## config.mk

```make
export PLATFORM = sky130hd
export DESIGN_NAME = pfd_abl_detect
export DESIGN_NICKNAME = d
export VERILOG_FILES = /design/src/rtl/pfd_pkg.sv /design/src/rtl/pfd_abl_timer.sv /design/src/rtl/pfd_fsm.sv /design/src/rtl/pfd_lock_ind.sv /design/src/rtl/pfd_abl_detect.sv
export SDC_FILE = /design/constraint.sdc
export NUM_CORES = 1
export LEC_CHECK = 0
export BUFFER_PORTS_ARGS = -buffer_cell sky130_fd_sc_hd__buf_2
export CAP_MARGIN = 15
export CORE_UTILIZATION = 23
export DETAILED_ROUTE_END_ITERATION = 7
export GPL_TIMING_DRIVEN = 0
export PLACE_DENSITY = 0.5
export SETUP_SLACK_MARGIN = 0.4
export SYNTH_ARGS = -nofsm -noshare
export SYNTH_HDL_FRONTEND = slang
export SYNTH_SLANG_ARGS = --single-unit
```

## constraint.sdc

```tcl
create_clock -name clk -period 4.1 [get_ports clk]
set_clock_uncertainty 0.15 [all_clocks]
set_input_delay 0 -clock clk [delete_from_list [all_inputs] [get_ports clk]]
set_output_delay 0 -clock clk [all_outputs]
set_load 0.01 [all_outputs]
```

## src/rtl/pfd_pkg.sv

```systemverilog
package pfd_pkg;

    typedef enum logic [1:0] {
        PFD_IDLE = 2'd0,
        PFD_UP   = 2'd1,
        PFD_DN   = 2'd2,
        PFD_OVL  = 2'd3
    } pfd_state_e;

endpackage

```

## src/rtl/pfd_abl_timer.sv

```systemverilog
module pfd_abl_timer #(
    parameter int CNT_W = 4
) (
    input  logic             clk,
    input  logic             rst_n,
    input  logic             clr,
    input  logic             run,
    input  logic [CNT_W-1:0] span,
    output logic             expire
);
    localparam logic [CNT_W-1:0] CNT_ONE  = CNT_W'(1);
    localparam logic [CNT_W-1:0] CNT_ZERO = '0;

    logic [CNT_W-1:0] cnt_q;
    logic [CNT_W-1:0] last_idx;

    // A span of zero behaves as a span of one: the final index is 0 in both cases.
    always_comb begin
        if (span == CNT_ZERO) begin
            last_idx = CNT_ZERO;
        end else begin
            last_idx = span - CNT_ONE;
        end
    end

    assign expire = run && (cnt_q == last_idx);

    always_ff @(posedge clk) begin
        if (!rst_n) begin
            cnt_q <= CNT_ZERO;
        end else if (clr || !run || expire) begin
            cnt_q <= CNT_ZERO;
        end else begin
            cnt_q <= cnt_q + CNT_ONE;
        end
    end

endmodule

```

## src/rtl/pfd_fsm.sv

```systemverilog
module pfd_fsm
    import pfd_pkg::*;
(
    input  logic       clk,
    input  logic       rst_n,
    input  logic       pwr_dn,
    input  logic       ref_stb,
    input  logic       fb_stb,
    input  logic       expire,
    output pfd_state_e state,
    output logic       up,
    output logic       dn
);
    pfd_state_e state_q;
    pfd_state_e state_d;

    // State register
    always_ff @(posedge clk) begin
        if (!rst_n) begin
            state_q <= PFD_IDLE;
        end else begin
            state_q <= state_d;
        end
    end

    // Next-state logic
    always_comb begin
        state_d = state_q;
        unique case (state_q)
            PFD_IDLE: begin
                if (ref_stb && fb_stb) begin
                    state_d = PFD_OVL;
                end else if (ref_stb) begin
                    state_d = PFD_UP;
                end else if (fb_stb) begin
                    state_d = PFD_DN;
                end
            end
            PFD_UP: begin
                if (fb_stb) begin
                    state_d = PFD_OVL;
                end
            end
            PFD_DN: begin
                if (ref_stb) begin
                    state_d = PFD_OVL;
                end
            end
            PFD_OVL: begin
                if (expire) begin
                    state_d = PFD_IDLE;
                end
            end
        endcase
        if (pwr_dn) begin
            state_d = PFD_IDLE;
        end
    end

    // Output decode
    always_comb begin
        up = 1'b0;
        dn = 1'b0;
        unique case (state_q)
            PFD_IDLE: begin
                up = 1'b0;
                dn = 1'b0;
            end
            PFD_UP: begin
                up = 1'b1;
                dn = 1'b0;
            end
            PFD_DN: begin
                up = 1'b0;
                dn = 1'b1;
            end
            PFD_OVL: begin
                up = 1'b1;
                dn = 1'b1;
            end
        endcase
    end

    assign state = state_q;

endmodule

```

## src/rtl/pfd_lock_ind.sv

```systemverilog
module pfd_lock_ind (
    input  logic clk,
    input  logic rst_n,
    input  logic pwr_dn,
    input  logic up,
    input  logic dn,
    output logic lock
);
    logic pd_q;

    always_ff @(posedge clk) begin
        if (!rst_n) begin
            pd_q <= 1'b0;
        end else begin
            pd_q <= pwr_dn;
        end
    end

    // One-sided activity is the excess beyond the forced overlap.
    assign lock = !pd_q && !(up ^ dn);

endmodule

```

## src/rtl/pfd_abl_detect.sv

```systemverilog
module pfd_abl_detect
    import pfd_pkg::*;
#(
    parameter int ABL_W = 4
) (
    input  logic             clk,
    input  logic             rst_n,
    input  logic             pwr_dn,
    input  logic             ref_stb,
    input  logic             fb_stb,
    input  logic [ABL_W-1:0] abl_cycles,
    output logic             pump_up,
    output logic             pump_dn,
    output logic             lock_o
);
    pfd_state_e state;
    logic       expire;
    logic       ovl_run;

    assign ovl_run = (state == PFD_OVL);

    pfd_fsm u_fsm (
        .clk     (clk),
        .rst_n   (rst_n),
        .pwr_dn  (pwr_dn),
        .ref_stb (ref_stb),
        .fb_stb  (fb_stb),
        .expire  (expire),
        .state   (state),
        .up      (pump_up),
        .dn      (pump_dn)
    );

    pfd_abl_timer #(.CNT_W(ABL_W)) u_timer (
        .clk    (clk),
        .rst_n  (rst_n),
        .clr    (pwr_dn),
        .run    (ovl_run),
        .span   (abl_cycles),
        .expire (expire)
    );

    pfd_lock_ind u_lock (
        .clk    (clk),
        .rst_n  (rst_n),
        .pwr_dn (pwr_dn),
        .up     (pump_up),
        .dn     (pump_dn),
        .lock   (lock_o)
    );

endmodule

```

; ---- Word level (Yosys, flattened, before mapping)
; Cells that the tools add are included.
[word_totals]
mem_bits_rw = 0
ff_bits = 7
output_inout_bits = 3
latchBits = 0
mem_count = 0
rom_bits = 0
[op_classes]
shift = 0
order_cmp = 0
reduce_logical = 17
add_sub_neg = 2
div = 0
n_mux = 10
bitwise_logic = 2
n_eq_ne = 8
n_mul = 0
[ops]
columns = operator, n
row1 = 2-bit 2-to-1 mux, 6
row2 = 2-bit OR reduction, 6
row3 = 2-bit case mux with 4 select lines, 1
row4 = "2-bit inequality test, second input constant", 3
row5 = "4-bit by 1-bit adder with 4-bit output, second input constant", 1
row6 = "2-bit == test, second input constant", 2
row7 = 4-bit == test, 1
row8 = 4-bit zero test, 1
row9 = 4-bit 2-to-1 mux, 1
row10 = "4-bit by 3-bit inequality test with 1-bit output, second input constant", 1
row11 = 1-bit case mux with 2 select lines, 2
row12 = 4-bit AND reduction, 1
row13 = "4-bit by 1-bit subtractor with 4-bit output, second input constant", 1
row14 = 1-bit logical AND, 3
row15 = 1-bit zero test, 3
row16 = "2-bit by 1-bit == test with 1-bit output, second input constant", 1
row17 = 2-bit zero test, 1
row18 = 1-bit logical OR, 2
row19 = 1-bit NOT, 1
row20 = 1-bit XOR, 1

; ---- Logic depth before layout (Yosys ltp)
; Gate-level depths: netlist (run 1).
[depth]
word_depth = 6
ltp_mapped = 6
depth_no_buf = 6

; ---- Modules after synthesis
; A second synthesis (run 1) with hierarchy kept.
[hier_totals]
hier_cells = 71
area_unflattened_um2 = 599.3
[by_module_without_submodules]
columns = mod, area_per_inst_um2, cells_each, instances, seq_area_each_um2
row1 = pfd_abl_timer, 342.8, 40, 1, 80.1
row2 = pfd_fsm, 211.5, 26, 1, 40.0
row3 = pfd_lock_ind, 38.8, 4, 1, 20.0
row4 = pfd_abl_detect, 6.3, 1, 1, 0.0

; ---- Least setup slack after synthesis (run 1)
; No wires, ideal clock.
[synth_path]
path_kind = reg-to-reg
startpoint = register u_fsm.state_q[0], in the netlist u_fsm.state[0]
endpoint = register u_fsm.state_q[1], in the netlist u_fsm.state[1]
arrival_ps = 1138
synth_period_minus_slack_ps = 1410
setup_ps = 122
required_ps = 3828
stages_incl_launch_ff = 7
path_slack_ps = 2690
path_cell_list = dfxtp_1 > inv_1 > ha_1 > a21oi_1 > a2bb2oi_1 > nand3_2 > mux2i_1
[synth_between]
elab_chain_len = 4
elab_cells_between_ends = 11
classes_between = eq/ne: 7 / mux: 1 / reduce/logical: 3
[synth_lines]
columns = element, line
row1 = from (decl), pfd_fsm.sv:14  ; pfd_state_e state_q;
row2 = from (signal assigned), pfd_fsm.sv:22  ; state_q <= state_d;
row3 = 2-bit == test, "pfd_fsm.sv:29, pfd_abl_detect.sv:20"
row4 = 1-bit logical AND, pfd_abl_timer.sv:26  ; assign expire = run && (cnt_q == last_idx);
row5 = 2-bit inequality test (no source line), -
row6 = 4-bit AND reduction (no source line), -
; Several ways; a longest one is shown, not always the timed one.
; A chain may end at the register's enable or synchronous reset.

; ---- Worst setup path in the final report (run 1)
[layout_path]
startpoint = register u_timer.cnt_q[0]
endpoint = register u_timer.cnt_q[3]
[layout_between]
elab_chain_len = 4
elab_cells_between_ends = 5
classes_between = add/sub: 1 / eq/ne: 1 / reduce/logical: 3
[layout_lines]
columns = element, line
row1 = from (decl), pfd_abl_timer.sv:14  ; logic [CNT_W-1:0] cnt_q;
row2 = from (signal assigned), pfd_abl_timer.sv:34  ; cnt_q <= cnt_q + CNT_ONE;
row3 = 4-bit == test, pfd_abl_timer.sv:26
row4 = 1-bit logical AND, pfd_abl_timer.sv:26
row5 = 1-bit logical OR, pfd_abl_timer.sv:31  ; end else if (clr || !run || expire) begin
row6 = 2-bit OR reduction (no source line), -
; Several ways; a longest one is shown, not always the timed one.

==> flow_summary.toml, run 1 <==
[sta]
layout_min_cycle_time_ns = 1.61
fmaxAchievable_mhz = 622
slew_violations = 0
finalHoldViolCount = 0
post-route-period-util_pct = 39.2
relSlewSlack_pct = 79.5
setup_viol = 0
worst_slew_pin_slew_ns = 0.306
rsz0062_at_grt = "false"
fin_hold_ws_ns = 0.0240
fin_setup_tns_ns = 0

[logic_synthesis]
ys_types = 30
synth_area_leaders = "dfxtp_1 (26%), ha_1 (14%), xor2_1 (4.9%)"
syn_nets = 77
synth_seq_cells = 7
syn_area_per_cell_um2 = 8.70
synthCells = 62
synth_warnings = 0
synth_top_area_share_pct = 26.0
synth_top_cell_by_area = "dfxtp_1"
synth_area_um2 = 539
synth-seq-area-share_pct = 26.0

[final_layout]
nNetsFinal = 96
antenna_cells = 0
most-common-layout-cells = "buf_2 (11), dfxtp_1 (7), ha_1 (6)"
utilization_pct = 31.0
final_area_um2 = 686
area_growth_pct = 27.1
layout_commonest_cell = "buf_2"
drive_gt1_share_pct = 25.0

[setup_path]
crit_path_start_kind = "register"
slowest_delay_ns = 0.37
crit_fanout = 8
critPathSlowestCell = "dfxtp_1"
r2r_end = "u_timer.cnt_q[3]$_SDFF_PP0_"
r2r_slack_ns = 2.49
crit_path_end_kind = "register"
critPathKind = "register to register"
arrival_ns = 1.64
r2r_start = "u_timer.cnt_q[0]$_SDFF_PP0_"
crit_chain = "and3b_2 > o21ai_0 > nand4_1 > a21boi_1 > and2_1"
r2r_cells = 5
required_ns = 4.13

[power]
finalPower_w = 0.000173
ir_worst_vdd_mv = 0.107
power.density_nw_per_um2 = 252
total_leakage_power_nw = 0.323

[cts]
cts.sinks = 7
clk_pin_slew_worst_paths_ns = 0.05
cts_tree = "done"
h-tree-depth = 1
clock_path_buffers = 2
cts_made_buffers = 3
postCtsSetupRepairBufs = 0
cts_root_buf = "clkbuf_4"
clock_latency_ns = 0.24

[hold_path]
hold_start = "fb_stb"
worstHoldPathType = "input port to register"
worst_hold_path.endpoint = "u_fsm.state[1]$_SDFFE_PP0P_"
holdPathStages = 4

[floorplanning]
floorplan.initialDensity_pct = 24.4
dieWidth_um = 50.4
io_pins = 12
core_um2 = 2210
rows = 17
die_area_um2 = 2540
die_h_um = 50.4

[place]
port_buffers = 11
placed_cell_area_um2 = 629
place_congestion = 0.743
dp_hpwl_um = 818

[drt]
drt_iter0_markers = 3
drc = 0
vias = 487
via_per_inst = 4.51
ant_nets = 0
wirelength_um = 998
dr.pass1.iters = 2
wire_per_inst_um = 9.24

[grt]
grt_use_total_pct = 9.26
grt_pass1_vias = 455
grt_pass1_wl_um = 1810
antenna_found_initial = 0
grt_remaining_overflow = 0
grt_max_degree = 9

[status]
outcome = "complete, no violations"

[job]
maxCapViolations = 0
layout make-up:
cell class	count	area [µm²]
inverters	3	11.3
well taps	28	35.0
clock buffers	4	26.3
repair buffers	14	85.1
flip-flops and latches	7	140
multi-input cells	52	388
fillers	243	1530
kinds of logic after synthesis:
family	share of synthesized area (%)
adders and majority gates	13.9
AOI/OAI and AO/OA	12.1
DFF	26.0
and+or+nand+nor	32.0
muxes	5.80
xor gates and xnor gates	8.12
buffers and inverters	2.09
through the flow:
stage                     setup WS, ns  std cells
after floorplan                   2.69         62
after global placement            2.54        101
after detailed placement          2.48        101
after CTS                         2.46        108
after global routing              2.32        108
final                             2.49        108
worst max path at each step:
stage,to,slack (ns),start
final,u_timer.cnt_q[3]$_SDFF_PP0_,2.49,u_timer.cnt_q[0]$_SDFF_PP0_
after global routing,u_timer.cnt_q[3]$_SDFF_PP0_,2.32,u_timer.cnt_q[0]$_SDFF_PP0_
after CTS,u_timer.cnt_q[3]$_SDFF_PP0_,2.46,u_timer.cnt_q[0]$_SDFF_PP0_
after detailed placement,u_timer.cnt_q[3]$_SDFF_PP0_,2.48,u_timer.cnt_q[0]$_SDFF_PP0_
after global placement,u_timer.cnt_q[0]$_SDFF_PP0_,2.54,u_timer.cnt_q[1]$_SDFF_PP0_
after floorplan,u_fsm.state[1]$_SDFFE_PP0P_,2.69,u_fsm.state[0]$_SDFFE_PP0P_
cells in the mapped netlist:
master	count
nand3_1	2
o211ai_2	1
dfxtp_1	7
nand2_1	4
nand3_2	1
nand4_1	1
nor2_1	4
xor2_1	3
nor4b_1	1
mux2_2	1
or2_2	2
and3b_1	1
a2bb2oi_1	1
a21boi_1	1
mux2i_1	2
and2_1	4
nand3b_1	1
nand2b_1	1
and3b_2	1
and3_1	1
o211ai_1	1
a21oi_1	1
ha_1	6
nor2b_1	2
inv_1	3
xnor2_1	2
or3b_1	1
nor3_1	2
o21ai_0	3
a211o_1	1
flip-flops by register name, summed over array words and instances (netlist names):
name and flops:
u_lock.pd_q 1, u_timer.cnt_q 4, u_fsm.state 2
power by group:
| part | internal [W] | switching (W) |
|---|---|---|
| Clock | 0.0000369 | 0.0000222 |
| Combinational | 0.0000213 | 0.0000200 |
| Sequential | 0.0000704 | 0.00000194 |
| Total | 0.000129 | 0.0000441 |
timing repair:
action	4_1_cts	5_1_grt
hold buffers	3	0
endpoints found under the hold margin	3	0
gates resized for setup	0	0
metal layers:
metal	vias up	global-route usage (%)	wire, µm
li1	255	-	-
met2	6	16.4	498
met5	-	0	0
met3	0	1.82	35
met1	226	10.5	465
met4	0	4.17	0
worst max-delay path: cells and delay by family (launching register included):
family             cells  cell delay [ns]
AOI/OAI and AO/OA      2             0.46
DFF                    1             0.37
and+or+nand+nor        3             0.57
(Power assumes the default switching activity.)
==> inputs of run 2 (changes only) <==
==> constraint.sdc (replaced) <==
create_clock -name clk -period 1.6 [get_ports clk]
set_clock_uncertainty 0.15 [all_clocks]
set_input_delay 0 -clock clk [delete_from_list [all_inputs] [get_ports clk]]
set_output_delay 0 -clock clk [all_outputs]
set_load 0.01 [all_outputs]
==> flow_summary.toml, run 2 (same netlist as run 1, synthesis figures left out) <==
[place]
port_buffers = 11
dp_hpwl_um = 790
place_congestion = 0.639
placed_cell_area_um2 = 639

[final_layout]
antenna_cells = 0
regMostFlops = "u_timer.cnt_q"
drive_gt1_share_pct = 49.4
layout_commonest_cell = "buf_2"
nNetsFinal = 99
fillers = 245
most-common-layout-cells = "buf_2 (10), nand2_1 (4), and2_1 (4), dfxtp_4 (4)"
area_growth_pct = 46.4
final_area_um2 = 790
largest_reg_flops = 4

[sta]
relSlewSlack_pct = 79.9
finalHoldViolCount = 0
rsz0062_at_grt = "true"
fin_setup_tns_ns = 0
post-route-period-util_pct = 89.6
fmaxAchievable_mhz = 697
layout_min_cycle_time_ns = 1.43
setup_viol = 0
worst_slew_pin_slew_ns = 0.301
slew_violations = 0

[setup_path]
arrival_ns = 1.28
critPathSlowestCell = "dfxtp_4"
r2r_start = "u_timer.cnt_q[0]$_SDFF_PP0_"
critPathKind = "register to output pin"
crit_fanout = 4
path_depth = 4
r2r_end = "u_timer.cnt_q[0]$_SDFF_PP0_"
r2r_cells = 5
crit_family = "flip-flops"
required_ns = 1.45
slowest_delay_ns = 0.36
cp_num_buf_inv = 2
crit_path_start_kind = "register"
r2r_slack_ns = 0.20
crit_chain = "buf_4 > ha_4 > or2_2 > buf_6"
crit_path_end_kind = "output pin"

[floorplanning]
core_um2 = 2210
io_pins = 12
floorplan.initialDensity_pct = 24.4
die_h_um = 50.4
die_area_um2 = 2540
rows = 17
dieWidth_um = 50.4

[cts]
cts_tree = "done"
clock_latency_ns = 0.25
h-tree-depth = 1
clock_path_buffers = 2
cts_made_buffers = 3
clk_pin_slew_worst_paths_ns = 0.05
cts.sinks = 7
cts_root_buf = "clkbuf_4"

[job]
maxCapViolations = 0

[hold_path]
worstHoldPathType = "input port to register"
hold_start = "ref_stb"
holdPathStages = 4
worst_hold_path.endpoint = "u_fsm.state[0]$_SDFFE_PP0P_"

[grt]
antenna_found_initial = 0
grt_remaining_overflow = 0
grt_pass1_vias = 479
grt_pass1_wl_um = 1960
grt_use_total_pct = 9.89
grt_max_degree = 9

[power]
total_leakage_power_nw = 0.345
power.density_nw_per_um2 = 603
ir_worst_vdd_mv = 0.311

[drt]
wirelength_um = 1070
vias = 502
via_per_inst = 4.52
drt_iter0_markers = 5
dr.pass1.iters = 4
ant_nets = 0
drc = 0
wire_per_inst_um = 9.61

[status]
outcome = "complete, no violations"
run 2: repair_timing:
item / 4_1_cts / 5_1_grt
setup buffers: 2 / 1
pin swaps: 5 / 8
gates resized for setup: 12 / 7
hold endpoints to repair: 3 / 0
hold buffers: 3 / 0
endpoints found under the setup margin: 9 / 9
run 2: metal layers:
metal  track usage (%)  wire length, µm  up-vias
met5                 0                0        -
met4              4.17                0        0
met3              1.82               14        0
met2              16.7              550        6
met1              12.2              502      232
li1                  -                -      264
run 2: per-stage QoR:
stage | total power, W | hold WS, ns | util [%] | std cells | setup WS (ns)
after floorplan | 0.000255 | -0.0283 | - | 62 | 0.250
after global placement | 0.000288 | 0.0705 | 28.9 | 101 | 0.139
after detailed placement | 0.000290 | 0.0728 | 28.9 | 101 | 0.116
after CTS | 0.000471 | 0.0273 | 34.2 | 110 | 0.194
after global routing | 0.000513 | 0.0466 | 35.7 | 111 | 0.0963
final | 0.000476 | 0.0323 | 35.7 | 111 | 0.166
run 2: worst max path at each step:
stage                                      from                          end  slack [ns]
floorplan           u_fsm.state[1]$_SDFFE_PP0P_  u_fsm.state[1]$_SDFFE_PP0P_        0.25
global placement    u_timer.cnt_q[0]$_SDFF_PP0_  u_timer.cnt_q[0]$_SDFF_PP0_        0.14
detailed placement  u_timer.cnt_q[0]$_SDFF_PP0_  u_timer.cnt_q[0]$_SDFF_PP0_        0.12
CTS                 u_timer.cnt_q[0]$_SDFF_PP0_  u_timer.cnt_q[0]$_SDFF_PP0_        0.19
global route        u_timer.cnt_q[0]$_SDFF_PP0_  u_timer.cnt_q[0]$_SDFF_PP0_         0.1
finish              u_fsm.state[1]$_SDFFE_PP0P_                      pump_dn        0.17
run 2: where the power goes:
group          internal (W)  switching [W]
clock network     0.0000951      0.0000641
logic             0.0000725      0.0000605
registers          0.000177     0.00000745
total              0.000344       0.000132
run 2: tightest hold or removal path: stages:
cell	delay, ns
buf_2	0.09
mux2_2	0.14
nand2_1	0.04
mux2i_1	0.11
run 2: area by class of cell:
class	count	area, µm²	share of cell area [%]
Multi-Input combinational cell	52	440	55.8
Sequential cell	7	158	20.0
Timing Repair Buffer	17	114	14.4
Tap cell	28	35.0	4.44
Clock buffer	4	26.3	3.33
Inverter	3	16.3	2.06
==> inputs of run 3 (changes only) <==
--- a/config.mk
+++ b/config.mk
@@ -8,6 +8,7 @@
 export BUFFER_PORTS_ARGS = -buffer_cell sky130_fd_sc_hd__buf_2
 export CAP_MARGIN = 15
 export CORE_UTILIZATION = 23
+export CTS_BUF_LIST = sky130_fd_sc_hd__clkbuf_8 sky130_fd_sc_hd__clkbuf_16
 export DETAILED_ROUTE_END_ITERATION = 7
 export GPL_TIMING_DRIVEN = 0
 export PLACE_DENSITY = 0.5
==> flow_summary.toml, run 3 (same netlist as run 1, synthesis figures left out) <==
[status]
outcome = "complete, no violations"

[sta]
rsz0062_at_grt = "true"
finalHoldViolCount = 0
slew_violations = 0
fin_hold_ws_ns = 0.0502
fmaxAchievable_mhz = 709
relSlewSlack_pct = 80.6
fin_setup_tns_ns = 0
post-route-period-util_pct = 88.2
setup_viol = 0
finalWorstSetupSlack_ns = 0.189
layout_min_cycle_time_ns = 1.41
worst_slew_pin_slew_ns = 0.291

[cts]
clock_path_buffers = 2
cts_tree = "done"
cts_made_buffers = 3
h-tree-depth = 1
clock_latency_ns = 0.23
clk_pin_slew_worst_paths_ns = 0.04
cts_root_buf = "clkbuf_8"
cts.sinks = 7

[setup_path]
crit_path_end_kind = "register"
startpoint = "u_fsm.state[0]$_SDFFE_PP0P_"
crit_fanout = 4
critPathSlowestCell = "dfxtp_4"
critPathKind = "register to register"
slowest_delay_ns = 0.39
crit_path_start_kind = "register"
arrival_ns = 1.37
cp_num_buf_inv = 1
path_depth = 6
required_ns = 1.56
r2r_end = "u_fsm.state[1]$_SDFFE_PP0P_"
r2r_cells = 6
crit_end = "u_fsm.state[1]$_SDFFE_PP0P_"
r2r_slack_ns = 0.19
crit_chain = "inv_4 > ha_4 > a21oi_2 > a2bb2oi_2 > nand3_2 > mux2i_1"
crit_family = "flip-flops"
r2r_start = "u_fsm.state[0]$_SDFFE_PP0P_"

[drt]
wire_per_inst_um = 9.80
drc = 0
via_per_inst = 4.54
dr.pass1.iters = 3
vias = 499
drt_iter0_markers = 6
ant_nets = 0
wirelength_um = 1080

[place]
dp_hpwl_um = 790
port_buffers = 11
pre_cts_slack_ns = 0.116
place_congestion = 0.639

[floorplanning]
rows = 17
core_um2 = 2210
floorplan.initialDensity_pct = 24.4
dieWidth_um = 50.4
die_h_um = 50.4
die_area_um2 = 2540
io_pins = 12

[power]
power.density_nw_per_um2 = 686
seqPwrFrac_pct = 32.7
clockPowerShare_pct = 42.4
p_sw_share_pct = 26.0
comb_power_share_pct = 24.9
intPower_w = 0.000424
ir_worst_vdd_mv = 0.439
total_leakage_power_nw = 0.352
p_sw_w = 0.000149

[final_layout]
nNetsFinal = 98
area_growth_pct = 54.8
drive_gt1_share_pct = 50.0
largest_reg_flops = 4
utilization_pct = 37.7
regMostFlops = "u_timer.cnt_q"
antenna_cells = 0
most-common-layout-cells = "buf_2 (9), nand2_1 (4), and2_1 (4), ha_4 (4), dfxtp_4 (4)"
layout_commonest_cell = "buf_2"

[grt]
grt_pass1_wl_um = 1920
grt_use_total_pct = 9.82
grt_max_degree = 9
grt_remaining_overflow = 0
antenna_found_initial = 0
grt_pass1_vias = 463

[hold_path]
worstHoldPathType = "input port to register"
hold_start = "ref_stb"

[job]
maxCapViolations = 0
==> run 3: repair_timing <==
action	in CTS	in global routing
resized for setup	9	16
setup endpoints to repair	9	9
pin swaps	8	8
hold endpoints to repair	3	0
hold buffers	3	0
setup buffers	1	1
==> run 3: worst min path at each step <==
stage | endpoint | cells past startpoint
2_1_floorplan | u_lock.pd_q$_SDFF_PN0_ | 1
3_3_place_gp | u_lock.pd_q$_SDFF_PN0_ | 2
3_5_place_dp | u_lock.pd_q$_SDFF_PN0_ | 2
4_1_cts | u_fsm.state[0]$_SDFFE_PP0P_ | 4
5_1_grt | u_fsm.state[0]$_SDFFE_PP0P_ | 4
6_report | u_fsm.state[0]$_SDFFE_PP0P_ | 4
==> run 3: worst register-to-register path, stage by stage (launching register included) <==
cell,delay [ns]
dfxtp_4,0.39
inv_4,0.06
ha_4,0.15
a21oi_2,0.12
a2bb2oi_2,0.17
nand3_2,0.12
mux2i_1,0.13
==> run 3: power by group through the flow <==
stage | registers, W | clock network [W] | logic, W
after CTS | 0.000186 | 0.000252 | 0.000124
after detailed placement | 0.000189 | 0 | 0.000101
final | 0.000187 | 0.000242 | 0.000142
after floorplan | 0.000188 | 0 | 0.0000672
after global placement | 0.000189 | 0 | 0.0000995
after global routing | 0.000188 | 0.000262 | 0.000159
==> run 3: stage by stage <==
stage	area (µm²)	power, W	instances
floorplan	549	0.000255	62
CTS	761	0.000563	109
detailed placement	639	0.000290	101
global route	835	0.000609	110
global placement	639	0.000288	101
finish	835	0.000572	110
==> run 3: area by class of cell <==
type,instances,area (µm²)
clock buffers,3,41.3
clock inverters,1,3.75
fillers,245,1380
inverters,3,16.3
multi-input cells,52,468
flip-flops and latches,7,158
well taps,28,35.0
repair buffers,16,113
==> run 3: layer usage <==
| metal | global-route usage [%] | share of wire, % | vias up |
|---|---|---|---|
| met5 | 0 | 0 | - |
| met4 | 5.56 | 0 | 0 |
| met3 | 1.82 | 1.9 | 0 |
| met2 | 16.0 | 50 | 6 |
| met1 | 12.0 | 48 | 235 |
| li1 | - | - | 258 |
